[config.mk]
export PLATFORM = sky130hd
export DESIGN_NAME = pr_swap_ctrl
export DESIGN_NICKNAME = d
export VERILOG_FILES = /design/src/rtl/pr_swap_pkg.sv /design/src/rtl/pr_cycle_counter.sv /design/src/rtl/pr_iso_gate.sv /design/src/rtl/pr_swap_seq.sv /design/src/rtl/pr_swap_ctrl.sv
export SDC_FILE = /design/constraint.sdc
export NUM_CORES = 1
export LEC_CHECK = 0
export BUFFER_PORTS_ARGS = -buffer_cell sky130_fd_sc_hd__buf_2
export CAP_MARGIN = 15
export CORE_ASPECT_RATIO = 1.25
export CORE_MARGIN = 5
export CORE_UTILIZATION = 45
export DETAILED_ROUTE_END_ITERATION = 6
export GPL_ROUTABILITY_DRIVEN = 0
export PLACE_DENSITY = 0.68
export SYNTH_ARGS = -nofsm -noshare
export SYNTH_HDL_FRONTEND = slang
export SYNTH_SLANG_ARGS = --single-unit
[constraint.sdc]
create_clock -name clk -period 3.5 [get_ports clk]
set_clock_uncertainty 0.05 [all_clocks]
set_input_delay 0.175 -clock clk [delete_from_list [all_inputs] [get_ports clk]]
set_output_delay 0.175 -clock clk [all_outputs]
set_load 0.005 [all_outputs]
[src/rtl/pr_swap_pkg.sv]
package pr_swap_pkg;

  typedef enum logic [2:0] {
    ST_IDLE = 3'd0,
    ST_REQ  = 3'd1,
    ST_WAIT = 3'd2,
    ST_ISO  = 3'd3,
    ST_RST  = 3'd4,
    ST_REL  = 3'd5
  } swap_state_t;

  function automatic logic st_isolating(input swap_state_t s);
    return (s == ST_ISO) || (s == ST_RST) || (s == ST_REL);
  endfunction

  function automatic logic st_requesting(input swap_state_t s);
    return (s == ST_REQ) || (s == ST_WAIT);
  endfunction

endpackage

[src/rtl/pr_cycle_counter.sv]
module pr_cycle_counter #(
  parameter int W = 4
) (
  input  logic         clk,
  input  logic         rst,
  input  logic         clr,
  input  logic [W-1:0] limit,
  output logic         at_limit
);

  logic [W-1:0] cnt;

  assign at_limit = (cnt == limit);

  always_ff @(posedge clk) begin
    if (rst || clr)
      cnt <= '0;
    else if (!at_limit)
      cnt <= cnt + 1'b1;
  end

endmodule

[src/rtl/pr_iso_gate.sv]
module pr_iso_gate #(
  parameter logic SAFE_READY = 1'b0,
  parameter logic SAFE_ERROR = 1'b1
) (
  input  logic isolate,
  input  logic prod_ready_in,
  input  logic rm_cons_ready,
  input  logic rm_cons_error,
  output logic prod_ready_to_rm,
  output logic cons_ready_out,
  output logic cons_error_out
);

  always_comb begin
    if (isolate) begin
      prod_ready_to_rm = SAFE_READY;
      cons_ready_out   = SAFE_READY;
      cons_error_out   = SAFE_ERROR;
    end else begin
      prod_ready_to_rm = prod_ready_in;
      cons_ready_out   = rm_cons_ready;
      cons_error_out   = rm_cons_error;
    end
  end

endmodule

[src/rtl/pr_swap_seq.sv]
module pr_swap_seq
  import pr_swap_pkg::*;
(
  input  logic        clk,
  input  logic        rst,
  input  logic        swap_req,
  input  logic        cfg_done,
  input  logic        mod_ackn,
  input  logic        rm_idle,
  input  logic        wait_expired,
  input  logic        hold_done,
  output swap_state_t state,
  output logic        busy,
  output logic        mod_reqn,
  output logic        isolate,
  output logic        rm_rst,
  output logic        hs_timeout
);

  swap_state_t nxt;
  logic        ack_ok;

  assign ack_ok = !mod_ackn && rm_idle;

  always_comb begin
    nxt = state;
    unique case (state)
      ST_IDLE: if (swap_req) nxt = ST_REQ;
      ST_REQ:  nxt = ST_WAIT;
      ST_WAIT: begin
        if (ack_ok)            nxt = ST_ISO;
        else if (wait_expired) nxt = ST_IDLE;
      end
      ST_ISO:  if (cfg_done) nxt = ST_RST;
      ST_RST:  if (hold_done) nxt = ST_REL;
      ST_REL:  nxt = ST_IDLE;
      default: nxt = ST_IDLE;
    endcase
  end

  always_ff @(posedge clk) begin
    if (rst) begin
      state      <= ST_IDLE;
      busy       <= 1'b0;
      mod_reqn   <= 1'b1;
      isolate    <= 1'b0;
      rm_rst     <= 1'b0;
      hs_timeout <= 1'b0;
    end else begin
      state      <= nxt;
      busy       <= (nxt != ST_IDLE);
      mod_reqn   <= !st_requesting(nxt);
      isolate    <= st_isolating(nxt);
      rm_rst     <= (nxt == ST_RST);
      hs_timeout <= (state == ST_WAIT) && (nxt == ST_IDLE);
    end
  end

endmodule

[src/rtl/pr_swap_ctrl.sv]
module pr_swap_ctrl
  import pr_swap_pkg::*;
#(
  parameter int TIMEOUT_CYC = 64,
  parameter int RST_CYC     = 4
) (
  input  logic clk,
  input  logic rst,
  input  logic swap_req,
  input  logic cfg_done,
  output logic busy,
  output logic hs_timeout,
  output logic mod_reqn,
  input  logic mod_ackn,
  input  logic rm_idle,
  output logic rm_rst,
  output logic isolate,
  input  logic prod_ready_in,
  output logic prod_ready_to_rm,
  input  logic rm_cons_ready,
  input  logic rm_cons_error,
  output logic cons_ready_out,
  output logic cons_error_out
);

  localparam int TW = (TIMEOUT_CYC > 1) ? $clog2(TIMEOUT_CYC) : 1;
  localparam int RW = (RST_CYC > 1) ? $clog2(RST_CYC) : 1;
  localparam logic [TW-1:0] WAIT_LAST = TW'(TIMEOUT_CYC - 1);
  localparam logic [RW-1:0] HOLD_LAST = RW'(RST_CYC - 1);

  swap_state_t state;
  logic        wait_expired;
  logic        hold_done;

  pr_cycle_counter #(.W(TW)) u_wait_tmr (
    .clk      (clk),
    .rst      (rst),
    .clr      (state != ST_WAIT),
    .limit    (WAIT_LAST),
    .at_limit (wait_expired)
  );

  pr_cycle_counter #(.W(RW)) u_hold_tmr (
    .clk      (clk),
    .rst      (rst),
    .clr      (state != ST_RST),
    .limit    (HOLD_LAST),
    .at_limit (hold_done)
  );

  pr_swap_seq u_seq (
    .clk          (clk),
    .rst          (rst),
    .swap_req     (swap_req),
    .cfg_done     (cfg_done),
    .mod_ackn     (mod_ackn),
    .rm_idle      (rm_idle),
    .wait_expired (wait_expired),
    .hold_done    (hold_done),
    .state        (state),
    .busy         (busy),
    .mod_reqn     (mod_reqn),
    .isolate      (isolate),
    .rm_rst       (rm_rst),
    .hs_timeout   (hs_timeout)
  );

  pr_iso_gate u_gate (
    .isolate          (isolate),
    .prod_ready_in    (prod_ready_in),
    .rm_cons_ready    (rm_cons_ready),
    .rm_cons_error    (rm_cons_error),
    .prod_ready_to_rm (prod_ready_to_rm),
    .cons_ready_out   (cons_ready_out),
    .cons_error_out   (cons_error_out)
  );

endmodule

; After elaboration in Yosys (flattened, before gate mapping)
; Index checks and enable logic that the tools add are counted.
[word_totals]
reg_bits = 16
inputBits = 9
output_inout_bits = 8
wordCells = 44
[classes]
eq_ne = 13
mux = 9
n_addsub = 2
reduce_logical = 12
[op_table]
columns = operator, n
row1 = $mux W3, 5
row2 = $pmux W3 S5, 1
row3 = $eq A3 B2 Y1 const B, 4
row4 = $eq A3 B3 Y1 const B, 3
row5 = $add A6 B1 Y6 const B, 1
row6 = $eq A3 B1 Y1 const B, 2
row7 = $eq A6 B6 Y1 const B, 1
row8 = $logic_not A3 Y1, 2
row9 = $logic_or A1 B1 Y1, 5
row10 = $mux W1, 3
row11 = $ne A3 B2 Y1 const B, 1
row12 = $ne A3 B3 Y1 const B, 1
row13 = $reduce_bool A3 Y1, 1
row14 = $add A2 B1 Y2 const B, 1
row15 = $eq A2 B2 Y1 const B, 1
row16 = $logic_and A1 B1 Y1, 2
row17 = $logic_not A1 Y1, 2

; Longest topological paths before layout
; Gate-level depths: netlist of run 1.
[logic_depth]
depth_word = 7
depth_mapped = 5
ltp_nobuf = 5

; By module
; Synthesis of run 1 repeated with hierarchy kept, for this count alone.
[hier_totals]
cells_unflattened = 115
hier_area_um2 = 963.4
[by_module_without_submodules]
columns = module, area_each_um2, cells_per_inst, seq_area_each_um2, n_inst
row1 = pr_cycle_counter at u_wait_tmr, 437.9, 54, 120.1, 1
row2 = pr_swap_seq, 365.4, 41, 160.2, 1
row3 = pr_cycle_counter at u_hold_tmr, 115.1, 14, 40.0, 1
row4 = pr_iso_gate, 23.8, 3, 0.0, 1
row5 = pr_swap_ctrl, 21.3, 3, 0.0, 1

; Least setup slack after synthesis of run 1
; Ideal clock, no wire load.
[synth_path]
path_type = register to register
from = register u_wait_tmr.cnt[0]
to = register u_seq.mod_reqn
setup_slack_ns = 2.017
arrival_time_ns = 1.290
required_time_ns = 3.307
stages_incl_launch_ff = 6
setup_time_ns = 0.143
period_less_slack_ns = 1.483
n_path_buf = 0
cell_sequence = dfxtp_1 > ha_1 > nand2_1 > o31a_1 > o221ai_1 > nand4b_1
[synth_via]
elab_chain_len = 7
word_cells_on_any_way = 8
cone_classes = 3 x eq/ne / 3 x mux / 2 x reduce/logical
[synth_rtl]
columns = element, line_no
row1 = "start, declared", pr_cycle_counter.sv:11  ; logic [W-1:0] cnt;
row2 = "start signal, assigned", pr_cycle_counter.sv:19  ; cnt <= cnt + 1'b1;
row3 = $eq A6 B6 Y1 (*), pr_cycle_counter.sv:13  ; assign at_limit = (cnt == limit);
row4 = $mux W3 (*), pr_swap_seq.sv:32  ; else if (wait_expired) nxt = ST_IDLE;
row5 = $mux W3 (*), pr_swap_seq.sv:31  ; if (ack_ok) nxt = ST_ISO;
row6 = $pmux W3 S5 (*), pr_swap_seq.sv:27  ; unique case (state)
row7 = $eq A3 B1 Y1 / $eq A3 B2 Y1 (equally long branches), pr_swap_pkg.sv:17  ; return (s == ST_REQ) || (s == ST_WAIT);
row8 = $logic_or A1 B1 Y1 (*), pr_swap_pkg.sv:17
row9 = $logic_not A1 Y1 (*), pr_swap_seq.sv:52  ; mod_reqn <= !st_requesting(nxt);
row10 = "end signal, assigned", pr_swap_seq.sv:52
row11 = "end, declared", pr_swap_seq.sv:14  ; output logic mod_reqn,
; Mark *: on every way between the ends. The rest lies on a longest branch, timed or not.
; A chain may end at the register's enable or synchronous reset.

; Final worst setup path of run 1
; Same ends and word-level chain as after synthesis.

==> results of run 1 <==
[metal layers]
metal / share of wire [%] / GRT usage [%] / up-vias
met5: 0 / 0 / -
met4: 2.2 / 6.10 / 0
met3: 6.9 / 2.91 / 5
met2: 52 / 21.9 / 21
met1: 39 / 12.0 / 291
li1: - / - / 320
[registers in the layout, indices dropped and copies added, names as in the netlist]
| name | count |
|---|---|
| u_seq.state | 3 |
| u_seq.isolate | 1 |
| u_seq.busy | 1 |
| u_seq.mod_reqn | 1 |
| u_wait_tmr.cnt | 6 |
| u_hold_tmr.cnt | 2 |
| u_seq.hs_timeout | 1 |
| u_seq.rm_rst | 1 |
[power by group]
| group | total, uW | internal [uW] | switching [uW] |
|---|---|---|---|
| Sequential | 195 | 189 | 6.19 |
| Clock | 119 | 63.3 | 56.0 |
| Combinational | 46.1 | 24.0 | 22.0 |
| Total | 361 | 277 | 84.2 |
[per-stage QoR]
| step | util (%) | instance area [sq um] | setup slack, ns |
|---|---|---|---|
| after global routing | 55.5 | 878 | 1.78 |
| after detailed placement | 53.2 | 842 | 1.88 |
| after CTS | 55.5 | 878 | 1.87 |
| final | 55.5 | 878 | 1.86 |
| after floorplan | - | 748 | 2.02 |
| after global placement | 53.2 | 842 | 1.96 |
[cells in the mapped netlist, types with 2 or more instances]
cell      count  share of area [%]
inv_1         2                1.0
a21oi_1       2                1.3
nor2_1        9                4.5
nand2b_1      2                1.7
nand2_1       2                1.0
dfxtp_1      16                 43
a31oi_1       2                1.7
ha_1          2                3.3
nor3_1        9                6.0
xor2_1        2                2.3
nand3_1       3                2.0
nor2b_1       4                3.3
mux2i_1       2                2.7
and3_1        2                1.7
[cell families after synthesis]
logic type / after synthesis / synth area share, %
AO/OA/AOI/OAI: 11 / 12.5
XOR/XNOR: 3 / 3.51
adder cells (fa/ha/maj): 2 / 3.34
buffers and inverters: 4 / 2.17
flip-flops: 16 / 42.8
multiplexers: 2 / 2.68
AND/OR/NAND/NOR: 41 / 32.9
[area by class of cell]
cell class | count | share of cell area [%]
inverters | 2 | 0.855
flip-flops and latches | 16 | 36.5
clock buffers | 4 | 4.13
well taps | 18 | 2.56
repair buffers | 16 | 9.12
multi-input cells | 59 | 46.9
[worst max-delay path, stage by stage (launching register included)]
cell and delay (ns):
dfxtp_1 0.38, ha_1 0.22, nand2_1 0.16, o31a_1 0.33
o221ai_1 0.22, nand4b_1 0.13
[cells in the final DEF, fill, tap and decap left out, types with 2 or more instances in the layout]
cell type  instances
nand2_1            2
a31oi_1            2
ha_1               2
nor3_1             9
mux2i_1            2
nand2b_1           2
and3_1             2
clkbuf_4           3
nor2_1             9
nand3_1            3
buf_2             16
nor2b_1            4
dfxtp_1           16
inv_1              2
xor2_1             2
a21oi_1            2
[worst max-delay path by stage]
stage / from / to / slack, ns / cells after the start
after floorplan: u_wait_tmr.cnt[0] / u_seq.mod_reqn / 2.02 / 5
after global placement: u_wait_tmr.cnt[0] / u_seq.mod_reqn / 1.96 / 5
after detailed placement: u_wait_tmr.cnt[0] / u_seq.mod_reqn / 1.88 / 5
after CTS: u_wait_tmr.cnt[0] / u_seq.mod_reqn / 1.87 / 5
after global routing: u_wait_tmr.cnt[0] / u_seq.mod_reqn / 1.78 / 5
final: u_wait_tmr.cnt[0] / u_seq.mod_reqn / 1.86 / 5
==> summary.txt, run 1 <==
Die
  – Core Region: roughly 1600 sq um
  – Die area: around 2600 sq um
  – Chip width: roughly 46 um
  – IO Pins: 17
  – Num rows: 16
  – Die H: around 56 um
  – Initial core utilization: ~47%

Yosys
  – Avg Cell Area, Syn: 9.47 sq um
  – Mapped Area: roughly 750 sq um
  – Post-synth EDFFs: 0
  – Synth Warn #: 0
  – #FFs+latches synth: 16
  – Main synth FF type: dfxtp_1
  – Synth cell types: 34
  – Asr flop ratio synth: 0%
  – Net Count, Synth: 90
  – Post-synthesis sequential area ratio: roughly 43%
  – Synth Instances: 79

Detailed routing
  – DRT Wirelength: approximately 1.4 mm
  – Vias: ~640
  – Vias/cell: roughly 5.5
  – Initial drt markers: 12
  – Residual DRC count: 0
  – Routed length per placed instance: between 10 and 15 um
  – TritonRoute pass-1 iters: 4
  – Post-DRT Antenna Nets: 0

Clocking
  – Post-CTS resize count: 0
  – CTS tree: done
  – CTS Buf Count: 3
  – Worst skew pair latency: around 0.28 ns
  – Cts hold-fix bufs: 0
  – H-tree levels: 1
  – Clock buffer depth: 2
  – CTS clk-pin slew, worst paths: approximately 0.09 ns
  – CTS sink cnt: 16
  – CTS root buffer: clkbuf_4
  – Setup bufs post-CTS: 0

Pwr
  – Max VDD drop: 202 uV
  – PnR Total Power: 361 uW
  – Static leakage: 0.000375 uW
  – Power Dens Cells: approximately 410 nW/um^2

Worst hold path
  – Hold Path Sink: u_seq.rm_rst
  – HP Class: in2reg
  – Hold wc startpoint: rst
  – Hold Path Depth: 2

Critical path
  – WP data required: about 3.6 ns
  – Crit path max fanout: 5
  – Worst setup EP type: flop
  – R2R Setup Slk: around 1.9 ns
  – Crit Reg-Reg Endpoint: u_seq.mod_reqn
  – FF-to-FF Start: u_wait_tmr.cnt[0]
  – Kind of critical path: reg2reg
  – Crit path DAT: roughly 1.7 ns
  – FF-to-FF path depth: 5
  – CP startpoint kind: flop

STA
  – Slew HR: a little under two thirds
  – Worst slew pin tran: 0.540 ns
  – Final worst path period need: 1.64 ns
  – RSZ-0062 raised after global routing: no
  – Fin crit share: roughly 47%
  – Setup TNS: 0 ns
  – Final setup viols: 0
  – Hold Violations, Final: 0
  – Max-slew violations: 0
  – Fmax: 610 MHz
  – Hold slack final: between 0.1 and 0.15 ns

Final layout
  – Layout fillers: about 150
  – Final nets: approximately 110
  – Seq. cell area: roughly 320 sq um
  – Area growth syn-to-layout: 17.4%
  – Layout cells sized above 1: 27.8%
  – Multi-input gate area: between 400 and 500 sq um
  – Final non-filler cell total: ~120
  – Antenna Cells: 0

Global route
  – GR Overflow Total: 0
  – Largest net degree at the start of global routing: 11
  – Vias in the first global route: slightly above 600
  – First-pass GRT wire length: roughly 2.4 mm
  – GRT Util Overall: 12.2%
  – Initial antenna violation count: 0

Outcome
  – Run status: completed

Placed design
  – Placed Cells: approximately 110
  – IO buf count: 16
  – Post-DP HPWL: 1.14 mm

Flow run
  – Max Cap Viol: 0
(Power assumes the default switching activity.)
==> inputs of run 2 (changes only) <==
Clock period 3.5 ns to 1.7 ns, I/O delays scaled along.
==> summary.txt, run 2 (synthesis results as in run 1) <==
Outcome
  – Run status: completed

Pwr
  – Max VDD drop: 432 uV (+110%)
  – PnR Total Power: 740 uW (+110%)
  – Comb power frac: 12.8% (about the same)
  – Power Dens Cells: 834 nW/um^2 (+100%)
  – P_int: 570 uW (+110%)
  – NetSw: 170 uW (+100%)
  – Clock Power Share: 32.9% (-0.2 points)
  – Sequential Power Share: 54.3% (about the same)
  – Sw frac: 23.0% (-0.32 points)
  – Static leakage: 0.000381 uW (+1.4%)

Global route
  – Vias in the first global route: 640 (+4.7%)
  – GR Overflow Total: 0 (unchanged)
  – Largest net degree at the start of global routing: 11 (unchanged)
  – Initial antenna violation count: 0 (unchanged)
  – First-pass GRT wire length: 2.48 mm (+5.3%)
  – GRT Util Overall: 12.6% (+0.46 points)

Detailed routing
  – Vias: 647 (+1.6%)
  – DRT Wirelength: 1.43 mm (about the same)
  – Routed length per placed instance: 12.3 um (-0.79%)
  – Initial drt markers: 4 (-8)
  – Vias/cell: 5.58 (+0.69%)
  – Post-DRT Antenna Nets: 0 (unchanged)
  – Residual DRC count: 0 (unchanged)
  – TritonRoute pass-1 iters: 5 (+1)

Clocking
  – CTS clk-pin slew, worst paths: 0.09 ns (about the same)
  – CTS Buf Count: 3 (unchanged)
  – H-tree levels: 1 (unchanged)
  – CTS root buffer: clkbuf_4
  – Setup bufs post-CTS: 0 (unchanged)
  – CTS tree: done
  – Worst skew pair latency: 0.28 ns (about the same)
  – CTS sink cnt: 16 (unchanged)
  – Clock buffer depth: 2 (unchanged)

Final layout
  – Layout cells sized above 1: 29.6% (+1.8 points)
  – Largest regs: u_wait_tmr.cnt (6), u_seq.state (3), u_hold_tmr.cnt (2)
  – Antenna Cells: 0 (unchanged)
  – Most flop-heavy register: u_wait_tmr.cnt
  – Final nets: 110 (+0.92%)
  – Final core occ: 56.2% (+0.63 points)
  – Area growth syn-to-layout: 18.7%
  – Most frequent cells in the layout: 16 x buf_2, 16 x dfxtp_1, 9 x nor3_1, 9 x nor2_1, 4 x nor2b_1
  – Layout fillers: 157 (+2.6%)
  – Max FFs per register: 6 (unchanged)

Critical path
  – Worst setup EP type: flop
  – FF-to-FF Start: u_wait_tmr.cnt[0]
  – CP endpoint: u_seq.mod_reqn
  – Crit path DAT: 1.66 ns (-0.07 ns)
  – Crit Reg-Reg Endpoint: u_seq.mod_reqn
  – R2R Setup Slk: 0.15 ns (-1.71 ns)
  – FF-to-FF path depth: 5 (unchanged)
  – Worst Setup SP: u_wait_tmr.cnt[0]
  – CP startpoint kind: flop
  – Crit path max fanout: 5 (unchanged)
  – Kind of critical path: reg2reg
  – WP data required: 1.82 ns (-1.77 ns)

Die
  – Die H: 55.6 um (unchanged)
  – Core Region: 1580 sq um (unchanged)
  – Chip width: 46.5 um (unchanged)
  – Initial core utilization: 47.3% (unchanged)
  – Num rows: 16 (unchanged)
  – IO Pins: 17 (unchanged)
  – Die area: 2580 sq um (unchanged)

STA
  – Max-slew violations: 0 (unchanged)
  – Fin crit share: 90.9% (+44 points)
  – RSZ-0062 raised after global routing: no
  – Setup TNS: 0 ns (unchanged)
  – Hold Violations, Final: 0 (unchanged)
  – Fmax: 647 MHz (+6.1%)
  – Slew HR: 78.7% (+15 points)
  – Final worst path period need: 1.55 ns (-0.0937 ns)
  – Worst slew pin tran: 0.319 ns (-0.221 ns)
  – Final setup viols: 0 (unchanged)

Placed design
  – IO buf count: 16 (unchanged)
  – Post-DP HPWL: 1.12 mm (-1.6%)

Flow run
  – Max Cap Viol: 0 (unchanged)

Worst hold path
  – HP Class: in2reg
  – Hold Path Depth: 2 (unchanged)
[run 2: worst min path at each step]
stage / from / to / slack [ns]
after global placement: rst / u_seq.state[0] / 0.35
after global routing: rst / u_seq.rm_rst / 0.05
final: rst / u_seq.rm_rst / 0.05
after floorplan: rm_cons_error / cons_error_out / 0.21
after detailed placement: rst / u_seq.rm_rst / 0.35
after CTS: rst / u_seq.rm_rst / 0.04
[run 2: final cells by class]
cell class / count / area [sq um] / area share, %
well taps: 18 / 22.5 / 2.54
clock buffers: 4 / 36.3 / 4.08
inverters: 2 / 7.51 / 0.845
multi-input cells: 59 / 414 / 46.6
flip-flops and latches: 16 / 320 / 36.1
repair buffers: 17 / 87.6 / 9.86
[run 2: power by group through the flow]
| stage | Sequential [uW] | Clock [uW] | Combinational [uW] |
|---|---|---|---|
| after global routing | 404 | 273 | 106 |
| after detailed placement | 410 | 0 | 96.0 |
| after global placement | 410 | 0 | 95.0 |
| after CTS | 402 | 258 | 96.1 |
| final | 402 | 244 | 94.6 |
| after floorplan | 410 | 0 | 62.6 |
[run 2: worst max-delay path, cell delays in order, from the launching register on]
cell      delay [ns]
dfxtp_1         0.38
ha_1            0.24
nand2_2         0.12
o31a_1          0.31
o221ai_1        0.21
nand4b_1        0.11
[run 2: per-stage QoR]
| stage | setup slack (ns) | hold slack, ns | std cells | cell area, sq um |
|---|---|---|---|---|
| finish | 0.155 | 0.0532 | 116 | 888 |
| CTS | 0.0995 | 0.0373 | 116 | 886 |
| global placement | 0.170 | 0.351 | 112 | 850 |
| global route | 0.0354 | 0.0531 | 116 | 888 |
| floorplan | 0.217 | 0.205 | 79 | 748 |
| detailed placement | 0.108 | 0.349 | 112 | 850 |
[run 2: routing by layer]
layer  vias to the layer above  track usage, %  share of wire, %
met5                         -               0                 0
met4                         0            6.10               1.5
met3                         4            3.56               8.3
met2                        25            22.0                51
met1                       294            12.9                39
li1                        324               -                 -
[run 2: what timing repair did]
| item | 4_1_cts | 5_1_grt |
|---|---|---|
| setup endpoints to repair | 0 | 3 |
| resized for setup | 0 | 1 |
| hold buffers | 0 | 0 |
==> inputs of run 3 (changes only) <==
--- a/config.mk
+++ b/config.mk
@@ -15,2 +15,3 @@
 export PLACE_DENSITY = 0.68
+export SKIP_LAST_GASP = 1
 export SYNTH_ARGS = -nofsm -noshare
==> constraint.sdc (replaced) <==
create_clock -name clk -period 1.7 [get_ports clk]
set_clock_uncertainty 0.05 [all_clocks]
set_input_delay 0 -clock clk [delete_from_list [all_inputs] [get_ports clk]]
set_output_delay 0 -clock clk [all_outputs]
set_load 0.005 [all_outputs]
==> summary.txt, run 3 (synthesis results as in run 1) <==
Placed design
  – Post-DP HPWL: 1.12 mm (unchanged)
  – IO buf count: 16 (unchanged)
  – Placed inst area: 850 sq um (unchanged)

Final layout
  – Antenna Cells: 0 (unchanged)
  – Max FFs per register: 6 (unchanged)
  – Layout fillers: 156 (-0.64%)
  – Area growth syn-to-layout: 20.1%
  – Most flop-heavy register: u_wait_tmr.cnt
  – Most frequent cells in the layout: 16 x buf_2, 16 x dfxtp_1, 9 x nor3_1, 9 x nor2_1, 4 x nor2b_1
  – Final Cell Area: 898 sq um (+1.1%)
  – Final nets: 111 (+0.91%)
  – Layout cells sized above 1: 29.3% (-0.30 points)
  – Largest regs: u_wait_tmr.cnt (6), u_seq.state (3), u_hold_tmr.cnt (2)

Global route
  – Met3 Use GR: 3.56% (unchanged)
  – GRT Util Overall: 12.7% (+0.062 points)
  – Met2 Track Usage GR: 22.2% (+0.20 points)
  – Gr busiest metal: met2
  – Initial antenna violation count: 0 (unchanged)
  – GR Overflow Total: 0 (unchanged)
  – Vias in the first global route: 646 (+0.94%)
  – First-pass GRT wire length: 2.49 mm (+0.52%)
  – Met1 usage: 12.9% (unchanged)
  – Largest net degree at the start of global routing: 11 (unchanged)

Outcome
  – Run status: completed

Die
  – Core Region: 1580 sq um (unchanged)
  – Die area: 2580 sq um (unchanged)
  – Num rows: 16 (unchanged)
  – Initial core utilization: 47.3% (unchanged)
  – Chip width: 46.5 um (unchanged)
  – Die H: 55.6 um (unchanged)
  – IO Pins: 17 (unchanged)

Clocking
  – H-tree levels: 1 (unchanged)
  – CTS tree: done
  – Worst skew pair latency: 0.28 ns (about the same)
  – CTS Buf Count: 3 (unchanged)
  – CTS sink cnt: 16 (unchanged)
  – Clock buffer depth: 2 (unchanged)
  – CTS root buffer: clkbuf_4
  – CTS clk-pin slew, worst paths: 0.09 ns (about the same)

STA
  – Worst slew pin tran: 0.319 ns (unchanged)
  – Fin crit share: 90.9% (unchanged)
  – Hold Violations, Final: 0 (unchanged)
  – Final setup viols: 0 (unchanged)
  – Final worst path period need: 1.55 ns (unchanged)
  – Max-slew violations: 0 (unchanged)
  – RSZ-0062 raised after global routing: no
  – Fmax: 647 MHz (unchanged)
  – Slew HR: 78.7% (unchanged)
  – Hold slack final: 0.0608 ns (+0.00762 ns)
  – Setup TNS: 0 ns (unchanged)

Critical path
  – Kind of critical path: reg2reg
  – CP startpoint kind: flop
  – WP data required: 1.82 ns (about the same)
  – Worst-path cell chain: ha_1, nand2_2, o31a_1, o221ai_1, nand4b_1
  – Crit path max fanout: 5 (unchanged)
  – Worst setup EP type: flop
  – Crit path DAT: 1.66 ns (about the same)
  – Slowest stage delay, CP: 0.38 ns (about the same)
  – Slowest CP cell: dfxtp_1

Detailed routing
  – Vias: 649 (+0.31%)
  – Vias/cell: 5.55 (-0.55%)
  – TritonRoute pass-1 iters: 5 (unchanged)
  – Routed length per placed instance: 12.3 um (-0.37%)
  – Initial drt markers: 4 (unchanged)
  – Post-DRT Antenna Nets: 0 (unchanged)
  – Residual DRC count: 0 (unchanged)
  – DRT Wirelength: 1.44 mm (+0.49%)

Pwr
  – Static leakage: 0.000385 uW (+1.1%)
  – PnR Total Power: 742 uW (+0.23%)
  – Max VDD drop: 432 uV (about the same)
  – Power Dens Cells: 826 nW/um^2 (-0.89%)

Flow run
  – Max Cap Viol: 0 (unchanged)

Worst hold path
  – HP Class: in2reg
run 3: power breakdown:
part           internal [uW]  switching (uW)
Sequential               390            12.4
Combinational           51.7            44.6
Clock                    130             114
run 3: path summary, 6_finish.rpt:
check | slack (ns) | startpoint | cells after the start | endpoint
worst min register to register | 0.49 | u_wait_tmr.cnt[1] | 2 | u_wait_tmr.cnt[1]
worst max-delay path | 0.15 | u_wait_tmr.cnt[0] | 5 | u_seq.mod_reqn
worst max register to register | 0.15 | u_wait_tmr.cnt[0] | 5 | u_seq.mod_reqn
worst min-delay path | 0.06 | rm_idle | 5 | u_seq.state[0]
run 3: cell type report:
cell class	instances	area [sq um]	share of cell area (%)
clock buffers	4	36.3	4.04
inverters	2	7.51	0.836
multi-input cells	59	414	46.1
flip-flops and latches	16	320	35.7
well taps	18	22.5	2.51
repair buffers	18	97.6	10.9
run 3: layer usage:
metal / share of wire (%) / vias up
met5: 0 / -
met1: 39 / 294
met2: 51 / 25
li1: - / 326
met4: 1.5 / 0
met3: 8.2 / 4
run 3: worst max-delay path, delay by kind of cell (launching register included):
kind	cells	cell delay, ns
compound gates	2	0.52
flops	1	0.38
fa+ha+maj	1	0.24
simple gates	2	0.23
run 3: repair_timing:
action | 4_1_cts | 5_1_grt
hold buffers | 1 | 0
resized for setup | 0 | 1
endpoints found under the hold margin | 7 | 0
setup endpoints to repair | 0 | 3
buffers inserted | 0 | 0
run 3: stage by stage:
step           instances  utilization (%)  worst slack, ns
2_1_floorplan         79                -            0.217
3_3_place_gp         112             53.7            0.170
3_5_place_dp         112             53.7            0.108
4_1_cts              117             56.6           0.0995
5_1_grt              117             56.8           0.0354
6_report             117             56.8            0.155
